--- src/rtl/synp_pkg.sv ---
package synp_pkg;
  localparam int WORD_W   = 24;
  localparam int ADDR_W   = 2;
  localparam int INT_W    = 9;
  localparam int FRAC_W   = 12;
  localparam int MOD_W    = 12;
  localparam int RDIV_W   = 4;
  localparam int PAY_W    = WORD_W - ADDR_W;
  localparam int INT_LSB  = ADDR_W + FRAC_W;
  localparam int RDIV_LSB = ADDR_W + MOD_W;
  localparam logic [MOD_W-1:0] MOD_RST = MOD_W'(2);

  typedef enum logic [ADDR_W-1:0] {
    SEL_DIV  = 2'd0,
    SEL_REF  = 2'd1,
    SEL_CTRL = 2'd2,
    SEL_NS   = 2'd3
  } reg_sel_e;
endpackage

--- src/rtl/synp_sync.sv ---
module synp_sync #(
  parameter int W      = 3,
  parameter int STAGES = 2
) (
  input  logic         clk,
  input  logic         rst,
  input  logic [W-1:0] d_i,
  output logic [W-1:0] q_o
);
  logic [W-1:0] chain [STAGES];

  generate
    for (genvar s = 0; s < STAGES; s++) begin : g_stage
      always_ff @(posedge clk) begin
        if (rst) chain[s] <= '0;
        else if (s == 0) chain[s] <= d_i;
        else chain[s] <= chain[(s == 0) ? 0 : s-1];
      end
    end
  endgenerate

  assign q_o = chain[STAGES-1];
endmodule

--- src/rtl/synp_edge.sv ---
module synp_edge #(
  parameter int W = 2
) (
  input  logic         clk,
  input  logic         rst,
  input  logic [W-1:0] lvl_i,
  output logic [W-1:0] rise_o
);
  logic [W-1:0] prev;

  always_ff @(posedge clk) begin
    if (rst) prev <= '0;
    else     prev <= lvl_i;
  end

  assign rise_o = lvl_i & ~prev;

  generate
    for (genvar i = 0; i < W; i++) begin : g_chk
      a_r9_rise_single : assert property (@(posedge clk) disable iff (rst)
        rise_o[i] |=> !rise_o[i]);
    end
  endgenerate
endmodule

--- src/rtl/synp_shift.sv ---
module synp_shift
  import synp_pkg::*;
(
  input  logic              clk,
  input  logic              rst,
  input  logic              shift_i,
  input  logic              bit_i,
  output logic [WORD_W-1:0] word_o
);
  always_ff @(posedge clk) begin
    if (rst)          word_o <= '0;
    else if (shift_i) word_o <= {word_o[WORD_W-2:0], bit_i};
  end

  a_r1_hold_no_shift : assert property (@(posedge clk) disable iff (rst)
    !shift_i |=> $stable(word_o));
endmodule

--- src/rtl/synp_bank.sv ---
module synp_bank
  import synp_pkg::*;
(
  input  logic              clk,
  input  logic              rst,
  input  logic              load_i,
  input  logic [WORD_W-1:0] word_i,
  output logic [INT_W-1:0]  int_o,
  output logic [FRAC_W-1:0] frac_o,
  output logic [MOD_W-1:0]  mod_o,
  output logic [RDIV_W-1:0] rdiv_o,
  output logic [PAY_W-1:0]  ctrl_o,
  output logic [PAY_W-1:0]  nspur_o,
  output logic              upd_o
);
  reg_sel_e         sel;
  logic [MOD_W-1:0] mod_stage;

  assign sel = reg_sel_e'(word_i[ADDR_W-1:0]);

  always_ff @(posedge clk) begin
    if (rst) begin
      int_o     <= '0;
      frac_o    <= '0;
      mod_o     <= MOD_RST;
      mod_stage <= MOD_RST;
      rdiv_o    <= '0;
      ctrl_o    <= '0;
      nspur_o   <= '0;
      upd_o     <= 1'b0;
    end else begin
      upd_o <= 1'b0;
      if (load_i) begin
        unique case (sel)
          SEL_DIV: begin
            int_o  <= word_i[INT_LSB +: INT_W];
            frac_o <= word_i[ADDR_W +: FRAC_W];
            mod_o  <= mod_stage;
            upd_o  <= 1'b1;
          end
          SEL_REF: begin
            rdiv_o    <= word_i[RDIV_LSB +: RDIV_W];
            mod_stage <= word_i[ADDR_W +: MOD_W];
          end
          SEL_CTRL: ctrl_o  <= word_i[WORD_W-1:ADDR_W];
          SEL_NS:   nspur_o <= word_i[WORD_W-1:ADDR_W];
          default: ;
        endcase
      end
    end
  end

  a_r5_mod_only_on_update : assert property (@(posedge clk) disable iff (rst)
    !$stable(mod_o) |-> upd_o);
  a_r7_pulse_one_cycle : assert property (@(posedge clk) disable iff (rst)
    upd_o |=> !upd_o);
  a_r3_ctrl_untouched : assert property (@(posedge clk) disable iff (rst)
    (load_i && sel != SEL_CTRL) |=> $stable(ctrl_o));
  a_r3_nspur_untouched : assert property (@(posedge clk) disable iff (rst)
    (load_i && sel != SEL_NS) |=> $stable(nspur_o));
  a_r6_int_with_pulse : assert property (@(posedge clk) disable iff (rst)
    !$stable(int_o) |-> upd_o);
endmodule

--- src/rtl/synp_port.sv ---
module synp_port
  import synp_pkg::*;
#(
  parameter int SYNC_STAGES = 2
) (
  input  logic              clk,
  input  logic              rst,
  input  logic              sclk_i,
  input  logic              sdata_i,
  input  logic              le_i,
  output logic [INT_W-1:0]  int_o,
  output logic [FRAC_W-1:0] frac_o,
  output logic [MOD_W-1:0]  mod_o,
  output logic [RDIV_W-1:0] rdiv_o,
  output logic [PAY_W-1:0]  ctrl_o,
  output logic [PAY_W-1:0]  nspur_o,
  output logic              upd_o
);
  logic [2:0]        lvl;
  logic [1:0]        rise;
  logic [WORD_W-1:0] word;

  synp_sync #(.W(3), .STAGES(SYNC_STAGES)) u_sync (
    .clk(clk), .rst(rst), .d_i({le_i, sclk_i, sdata_i}), .q_o(lvl));

  synp_edge #(.W(2)) u_edge (
    .clk(clk), .rst(rst), .lvl_i(lvl[2:1]), .rise_o(rise));

  synp_shift u_shift (
    .clk(clk), .rst(rst), .shift_i(rise[0]), .bit_i(lvl[0]), .word_o(word));

  synp_bank u_bank (
    .clk(clk), .rst(rst), .load_i(rise[1]), .word_i(word),
    .int_o(int_o), .frac_o(frac_o), .mod_o(mod_o), .rdiv_o(rdiv_o),
    .ctrl_o(ctrl_o), .nspur_o(nspur_o), .upd_o(upd_o));
endmodule

--- config.mk ---
export PLATFORM = sky130hd
export DESIGN_NAME = synp_port
export DESIGN_NICKNAME = d
export VERILOG_FILES = /design/src/rtl/synp_pkg.sv /design/src/rtl/synp_sync.sv /design/src/rtl/synp_edge.sv /design/src/rtl/synp_shift.sv /design/src/rtl/synp_bank.sv /design/src/rtl/synp_port.sv
export SDC_FILE = /design/constraint.sdc
export NUM_CORES = 1
export LEC_CHECK = 0
export BUFFER_PORTS_ARGS = -buffer_cell sky130_fd_sc_hd__buf_2
export CORE_UTILIZATION = 30
export DETAILED_ROUTE_END_ITERATION = 12
export GPL_TIMING_DRIVEN = 0
export PLACE_DENSITY = 0.51
export SLEW_MARGIN = 20
export SYNTH_ARGS = -nofsm -noshare
export SYNTH_HDL_FRONTEND = slang
export SYNTH_SLANG_ARGS = --single-unit
--- constraint.sdc ---
create_clock -name clk -period 3.37 [get_ports clk]
set_input_delay 0 -clock clk [delete_from_list [all_inputs] [get_ports clk]]
set_output_delay 0 -clock clk [all_outputs]
set_load 0.03 [all_outputs]
==> results.toml, run 1 <==
[finish]
final_nets = 647
final_layout_size_suffix_gt1_share_pct = 20.5
areaGrowthSynthToFinish_pct = 29.3
antenna_cells = 0
finalNonFillerCells = 834

[sta]
finalSetupTns_ns = 0
setup_violations = 0
tightest_slew_ns = 0.579
fin_crit_sh_pct = 47.5
maxSlewViolCount = 0
relSlewSlack_pct = 61.4
hold_viol = 0
clock_skew_ns = 0.00971
rsz0062_at_grt = "false"
period_minus_slack_ns = 1.60
clock.fmax_mhz = 625

[synth]
async_reset_ff_share_pct = 0
synth-main-ff-cell = "dfxtp_1"
syn_nets = 540
synth_edf_count = 0
synth_common_cells = "230 x nand2_1, 126 x dfxtp_1, 117 x a21oi_1"
avgSynthCellArea_um2 = 8.15
synth_top_cell_by_area = "dfxtp_1"
synth-seq-cells = 126
yosys_warnings = 0
synth_top_area_share_pct = 57.9
synthesis.area_um2 = 4360
ys_types = 19
netlist_instances = 535
yosys-top-cells-area = "dfxtp_1 58%, nand2_1 20%, a21oi_1 13%"
ys_seq_area_share_pct = 57.9
yosysMostFrequentCell = "nand2_1"

[grt]
grt_pass1_wl_um = 18400
grt_max_degree = 17
grt_use_total_pct = 16.5
antenna_found_initial = 0
grt_pass1_vias = 3702
gr-total-overflow = 0

[worst_setup_path]
worstPathRequired_ns = 3.65
r2r_setup_slack_ns = 1.77
arrival_ns = 1.88
end_kind = "register"
worstSetupStartpointType = "register"
critPathKind = "reg2reg"
cp_slowest_stage_delay_ns = 0.59
crit_slowest_cell = "or4bb_1"
path_max_fanout = 10
r2r_cells = 4
path_cells = "or4bb_1, buf_2, nand2_1, a21oi_1"
worstReg2RegEnd = "u_bank.ctrl_o[19]$_SDFFE_PP0P_"
worstReg2RegStart = "u_sync.chain[1][2]$_SDFF_PP0_"

[clocking]
numCtsBuffers = 17
insertion_delay_ns = 0.42
cts_tree = "yes"
ctsResizeCount = 0
clkTransAtPathRegs_ns = 0.06
cts_sinks = 126
h-tree-depth = 4
clockRootBuffer = "clkbuf_16"
cts_buffer_depth = 2

[floorplanning]
io_pins = 87
die_y_um = 123
die_area_um2 = 15000
start_util_pct = 31.0
rows = 43
design.core.area_um2 = 14000
dieWidth_um = 123

[power]
p_per_area_nw_per_um2 = 600
p_leak_nw = 2.16
clkPwrFrac_pct = 53.7
ir_worst_vdd_v = 0.000363
p_int_w = 0.00271
finalPower_w = 0.00338
comb_power_share_pct = 2.0
pwr-share-seq_pct = 44.3
p_sw_w = 0.000671
switching_share_pct = 19.9

[hold_path]
min_delay_path_depth = 3
min-delay-start = "rst"
hold_path_end = "u_shift.word_o[3]$_SDFFE_PP0P_"
hp-class = "in2reg"

[outcome]
status = "finished, final reports clean"

[place]
dpl.cell_count = 800
port_buffers = 85
gp_congestion = 0.761
hpwl_um = 8120

[routing]
wl_per_cell_um = 13.9
detail_route.iter0.violations = 166
wirelength_um = 11600
vias = 3859
detail-route-antenna-nets = 0
vias_per_cell = 4.63
dr.pass1.iters = 5
drc = 0

[run]
maxCapViolations = 0
## logic make-up (layout without fill, tap and decap cells)
| group | after synthesis | count (layout) | share of synthesized area, % |
|---|---|---|---|
| AND/OR/NAND/NOR | 252 | 252 | 24.0 |
| flip-flops | 126 | 126 | 57.9 |
| AO/OA/AOI/OAI | 117 | 117 | 13.4 |
| buffers and inverters | 40 | 159 | 4.68 |
## state kept, by name (all words and copies together), names as in the netlist
register,count
u_bank.ctrl_o,22
u_bank.mod_o,12
u_bank.frac_o,12
u_bank.rdiv_o,4
u_edge.prev,2
u_bank.mod_stage,12
u_bank.nspur_o,22
u_bank.int_o,9
u_sync.chain,6
u_shift.word_o,24
u_bank.upd_o,1
## metrics by stage
stage	setup slack, ns	instance area [µm²]	util, %	hold slack [ns]
4_1_cts	1.77	5640	40.1	0.256
3_5_place_dp	1.78	5010	35.7	0.220
5_1_grt	1.64	5640	40.1	0.306
2_1_floorplan	1.93	4360	-	0.128
3_3_place_gp	1.83	5010	35.7	0.217
6_report	1.77	5640	40.1	0.259
## worst max-delay path: cells and delay by family, from the launching register on
kind / cells / cell delay [ns]
AOI/OAI and AO/OA: 1 / 0.07
buffers and inverters: 1 / 0.23
DFF: 1 / 0.47
and+or+nand+nor: 2 / 0.69
## per-layer routing
metal / vias up / track usage, % / share of wire, %
li1: 1944 / - / -
met1: 1795 / 19.9 / 46
met2: 104 / 26.7 / 47
met3: 16 / 4.97 / 5.6
met4: 0 / 7.85 / 1.9
met5: - / 0 / 0
## cells in the final DEF, fill, tap and decap left out
master         netlist  final
clkbuf_16            0     17
clkinv_2             0      4
clkbuf_1            22     24
nor2_1               2      2
nand2_1            230    230
nor2b_1              9      9
nor4b_4              1      1
or4bb_1              1      1
buf_1                2      2
dfxtp_1            126    126
buf_6                5      5
and4bb_2             2      2
bufinv_16            0      2
buf_2               10     95
clkbuf_8             0      6
or4b_4               1      1
nand4bb_1            1      1
a21oi_1            117    117
nor3_1               2      2
buf_4                1      1
nand2b_1             1      1
dlygate4sd3_1        0      3
and4b_1              1      1
nand4b_1             1      1
## worst max-delay path by stage
stage / from / endpoint / cells after the start
floorplan: u_shift.word_o[0]$_SDFFE_PP0P_ / u_bank.frac_o[0]$_SDFFE_PP0P_ / 6
global placement: u_sync.chain[1][2]$_SDFF_PP0_ / u_bank.ctrl_o[1]$_SDFFE_PP0P_ / 4
detailed placement: u_sync.chain[1][2]$_SDFF_PP0_ / u_bank.ctrl_o[10]$_SDFFE_PP0P_ / 4
CTS: u_sync.chain[1][2]$_SDFF_PP0_ / u_bank.ctrl_o[19]$_SDFFE_PP0P_ / 4
global route: u_sync.chain[1][2]$_SDFF_PP0_ / u_bank.int_o[1]$_SDFFE_PP0P_ / 4
finish: u_sync.chain[1][2]$_SDFF_PP0_ / u_bank.ctrl_o[19]$_SDFFE_PP0P_ / 4
## repair_timing
| action | 4_1_cts | 5_1_grt |
|---|---|---|
| setup buffers | 0 | 0 |
| endpoints found under the hold margin | 3 | 0 |
| hold buffers | 3 | 0 |
## cell type report
class                      instances  area (µm²)
fill                            1444        8410
sequential                       126        2520
multi-input combinational        369        1630
clock buffer                      25         515
timing repair buffer              88         455
tap                              180         225
buffer                            40         204
clock inverter                     6        80.1
## power by group through the flow
| stage | logic (W) | clock network (W) | registers, W |
|---|---|---|---|
| after CTS | 0.0000692 | 0.00185 | 0.00150 |
| final | 0.0000679 | 0.00182 | 0.00150 |
| after global routing | 0.0000750 | 0.00193 | 0.00150 |
| after detailed placement | 0.0000663 | 0 | 0.00153 |
| after floorplan | 0.0000440 | 0 | 0.00153 |
| after global placement | 0.0000656 | 0 | 0.00153 |
Note: power is estimated with default switching activity, not from simulation.
==> run 2, diff against run 1 <==
Settings changed: PLACE_DENSITY 0.51 to 0.52.
Clock period 3.37 ns to 1.45 ns, I/O delays scaled along.
==> results.toml, run 2 (synthesis results as in run 1) <==
[outcome]
status = "finished with violations"
violations = "setup timing"

[place]
gp_congestion = 0.763
port_buffers = 85
hpwl_um = 8040
placed_area_um2 = 5010

[worst_setup_path]
crit_slowest_cell = "or4bb_4"
worstPathRequired_ns = 1.73
worstSetupStartpointType = "register"
arrival_ns = 1.77
cp_slowest_stage_delay_ns = 0.65
end_kind = "register"
path_cells = "or4bb_4, clkbuf_16, nand2_1, a21oi_1"
crit_buf_inv = 1
critPathKind = "reg2reg"
crit_family = "simple AND/OR/NAND/NOR gates"
path_max_fanout = 7

[power]
clkPwrFrac_pct = 53.8
p_per_area_nw_per_um2 = 1340
ir_worst_vdd_v = 0.000700
p_int_w = 0.00636
p_leak_nw = 2.27
switching_share_pct = 19.5
p_sw_w = 0.00154
comb_power_share_pct = 2.1
pwr-share-seq_pct = 44.1

[hold_path]
hp-class = "in2reg"

[grt]
grt_pass1_wl_um = 18200
grt_max_degree = 17
gr-total-overflow = 0
grt_pass1_vias = 3683
grt_use_total_pct = 16.3
antenna_found_initial = 0

[sta]
rsz0062_at_grt = "true"
hold_viol = 0
clock.fmax_mhz = 670
relSlewSlack_pct = 58.6
finalSetupTns_ns = -0.662
period_minus_slack_ns = 1.49
fin_crit_sh_pct = 103
clock_skew_ns = 0.0125
setup_violations = 42
worst_slack_ns = -0.0425
tightest_slew_ns = 0.620
maxSlewViolCount = 0

[finish]
fin_area_um2 = 5900
largest_register_ffs = 24
final_layout_size_suffix_gt1_share_pct = 27.6
antenna_cells = 0
areaGrowthSynthToFinish_pct = 35.2
final_nets = 652
reg_top3 = "u_shift.word_o x24, u_bank.ctrl_o x22, u_bank.nspur_o x22"
final_cell_mix = "210 x nand2_1, 122 x dfxtp_1, 107 x a21oi_1, 90 x buf_2, 19 x clkbuf_16"
regMostFlops = "u_shift.word_o"
layout_commonest_cell = "nand2_1"

[routing]
detail_route.iter0.violations = 183
vias = 3889
wirelength_um = 11900
dr.pass1.iters = 4
vias_per_cell = 4.63
wl_per_cell_um = 14.2
drc = 0
detail-route-antenna-nets = 0

[floorplanning]
dieWidth_um = 123
start_util_pct = 31.0
design.core.area_um2 = 14000
io_pins = 87
rows = 43
die_area_um2 = 15000
die_y_um = 123

[clocking]
insertion_delay_ns = 0.42
numCtsBuffers = 17
h-tree-depth = 4
cts_tree = "yes"
clockRootBuffer = "clkbuf_16"
cts_sinks = 126
cts_buffer_depth = 2
clkTransAtPathRegs_ns = 0.05

[run]
maxCapViolations = 0
## run 2: path summary, 6_finish.rpt
path                                  startpoint                        endpoint  slack (ns)  depth (start not counted)
setup / recovery  u_shift.word_o[0]$_SDFFE_PP0P_  u_bank.ctrl_o[12]$_SDFFE_PP0P_       -0.04                          4
hold / removal                               rst  u_shift.word_o[4]$_SDFFE_PP0P_        0.29                          3
setup reg to reg  u_shift.word_o[0]$_SDFFE_PP0P_  u_bank.ctrl_o[12]$_SDFFE_PP0P_       -0.04                          4
hold reg to reg    u_sync.chain[1][0]$_SDFF_PP0_  u_shift.word_o[0]$_SDFFE_PP0P_        0.43                          2
## run 2: tightest hold or removal path, stage by stage
cell and delay, ns:
clkbuf_1 0.22, clkbuf_1 0.28, a21oi_1 0.15
## run 2: through the flow
step	std cells	power (W)	hold WS, ns	util (%)	worst slack, ns
finish	840	0.00790	0.291	42.0	-0.0425
global route	840	0.00813	0.332	42.0	-0.0809
CTS	838	0.00799	0.276	40.5	-0.0575
detailed placement	800	0.00371	0.217	35.7	-0.127
global placement	800	0.00371	0.216	35.7	-0.0850
floorplan	535	0.00366	0.128	-	0.00949
## run 2: timing repair
action                                 CTS  global route
resized for setup                        8            66
hold buffers                             3             0
pin swaps                                1            16
endpoints found under the hold margin    3             0
setup endpoints to repair               61           100
gates cloned                             1             2
setup buffers                            4             2
## run 2: power groups by stage
stage,clock [W],sequential (W),combinational (W)
after floorplan,0,0.00355,0.000102
after global placement,0,0.00355,0.000152
after detailed placement,0,0.00355,0.000155
after CTS,0.00434,0.00348,0.000164
after global routing,0.00447,0.00348,0.000185
final,0.00425,0.00348,0.000169
## run 2: final cells by class
| type | instances | area, µm² |
|---|---|---|
| fill | 1470 | 8150 |
| timing repair buffer | 97 | 559 |
| sequential | 126 | 2530 |
| tap | 180 | 225 |
| clock inverter | 5 | 75.1 |
| buffer | 36 | 210 |
| multi-input combinational | 369 | 1760 |
| clock buffer | 27 | 533 |
## run 2: per-layer routing
metal,vias up,wire length [µm],track usage (%)
met3,12,757,4.69
met5,-,0,0
met4,0,109,6.40
li1,1955,-,-
met1,1808,5430,20.1
met2,114,5600,26.6
==> run 3, diff against run 2 <==
Settings changed: CTS_CLUSTER_DIAMETER set to 80, TNS_END_PERCENT set to 5.
==> results.toml, run 3 (synthesis results as in run 1) <==
[run]
maxCapViolations = 0

[finish]
reg_top3 = "u_shift.word_o x24, u_bank.ctrl_o x22, u_bank.nspur_o x22"
final_nets = 647
fin_util_pct = 40.4
final_cell_mix = "230 x nand2_1, 124 x dfxtp_1, 117 x a21oi_1, 91 x buf_2, 22 x clkbuf_1"
largest_register_ffs = 24
final_layout_size_suffix_gt1_share_pct = 21.5
layout_commonest_cell = "nand2_1"
regMostFlops = "u_shift.word_o"
areaGrowthSynthToFinish_pct = 30.2
antenna_cells = 0
nFillCells = 1477
finalNonFillerCells = 835

[routing]
wirelength_um = 11400
detail-route-antenna-nets = 0
drc = 0
wl_per_cell_um = 13.7
dr.pass1.iters = 4
vias = 3803
vias_per_cell = 4.55
detail_route.iter0.violations = 183

[floorplanning]
rows = 43
die_area_um2 = 15000
io_pins = 87
die_y_um = 123
design.core.area_um2 = 14000
start_util_pct = 31.0
dieWidth_um = 123

[sta]
fin_crit_sh_pct = 104
hold_viol = 0
clock_skew_ns = 0.0172
period_minus_slack_ns = 1.51
maxSlewViolCount = 0
clock.fmax_mhz = 663
rsz0062_at_grt = "true"
relSlewSlack_pct = 62.8
setup_violations = 29
worst_slack_ns = -0.0590
tightest_slew_ns = 0.558

[worst_setup_path]
arrival_ns = 1.78
critPathKind = "reg2reg"
worstPathRequired_ns = 1.73
path_max_fanout = 10
worstSetupStartpointType = "register"
end_kind = "register"
worstReg2RegStart = "u_shift.word_o[1]$_SDFFE_PP0P_"
critPathLaunch = "u_shift.word_o[1]$_SDFFE_PP0P_"

[grt]
antenna_found_initial = 0
grt_pass1_wl_um = 18100
grt_max_degree = 17
grt_use_total_pct = 16.2
gr-total-overflow = 0
grt_pass1_vias = 3675

[clocking]
cts_buffer_depth = 2
cts_tree = "yes"
clockRootBuffer = "clkbuf_16"
cts_sinks = 126
h-tree-depth = 4
insertion_delay_ns = 0.42
clkTransAtPathRegs_ns = 0.06
numCtsBuffers = 17

[place]
dpl.cell_count = 800
gp_congestion = 0.763
port_buffers = 85
hpwl_um = 8040
dp_slack_ns = -0.127

[power]
p_leak_nw = 2.19
p_per_area_nw_per_um2 = 1390
ir_worst_vdd_v = 0.000702
finalPower_w = 0.00789

[outcome]
status = "finished with violations"
violations = "setup timing"

[hold_path]
hp-class = "in2reg"
min-delay-start = "rst"
run 3: path summary, 6_finish.rpt:
check                                                      to  slack (ns)  cells past startpoint
worst max-delay path             u_bank.int_o[5]$_SDFFE_PP0P_       -0.06                      5
worst min-delay path            u_bank.frac_o[4]$_SDFFE_PP0P_        0.30                      3
worst max register to register   u_bank.int_o[5]$_SDFFE_PP0P_       -0.06                      5
worst min register to register  u_sync.chain[1][2]$_SDFF_PP0_        0.44                      1
run 3: per-layer routing:
layer	part of all wire, %	GRT usage (%)
met4	0.51	6.40
met1	47	20.0
met5	0	0
met2	48	26.3
met3	5.3	4.69
run 3: area by class of cell:
class	count	area (µm²)	area share [%]
sequential	126	2520	44.5
multi-input combinational	369	1640	28.8
clock buffer	27	533	9.39
timing repair buffer	89	463	8.16
tap	180	225	3.97
buffer	39	219	3.86
clock inverter	5	75.1	1.32
run 3: what timing repair did:
item | 4_1_cts | 5_1_grt
resized for setup | 7 | 10
setup buffers | 1 | 0
endpoints found under the setup margin | 61 | 99
pin swaps | 1 | 2
hold buffers | 3 | 0
endpoints found under the hold margin | 3 | 0
run 3: stage by stage:
step,hold slack (ns),area [µm²],setup TNS [ns]
2_1_floorplan,0.128,4360,0
3_5_place_dp,0.217,5010,-4.60
5_1_grt,0.332,5680,-4.82
6_report,0.297,5680,-1.28
4_1_cts,0.276,5670,-1.00
3_3_place_gp,0.216,5010,-3.14
run 3: worst max-delay path, cell delays in order, from the launching register on:
cell and delay, ns:
dfxtp_1 0.30, buf_6 0.13, or4b_4 0.61, buf_6 0.19
nand2_1 0.07, a21oi_1 0.06
run 3: power by group:
group / leakage [nW] / total [W] / switching, W / internal (W)
logic: 0.872 / 0.000158 / 0.000116 / 0.0000418
registers: 1.02 / 0.00348 / 0.00000655 / 0.00348
clock network: 0.303 / 0.00425 / 0.00141 / 0.00284
total: 2.19 / 0.00789 / 0.00153 / 0.00636
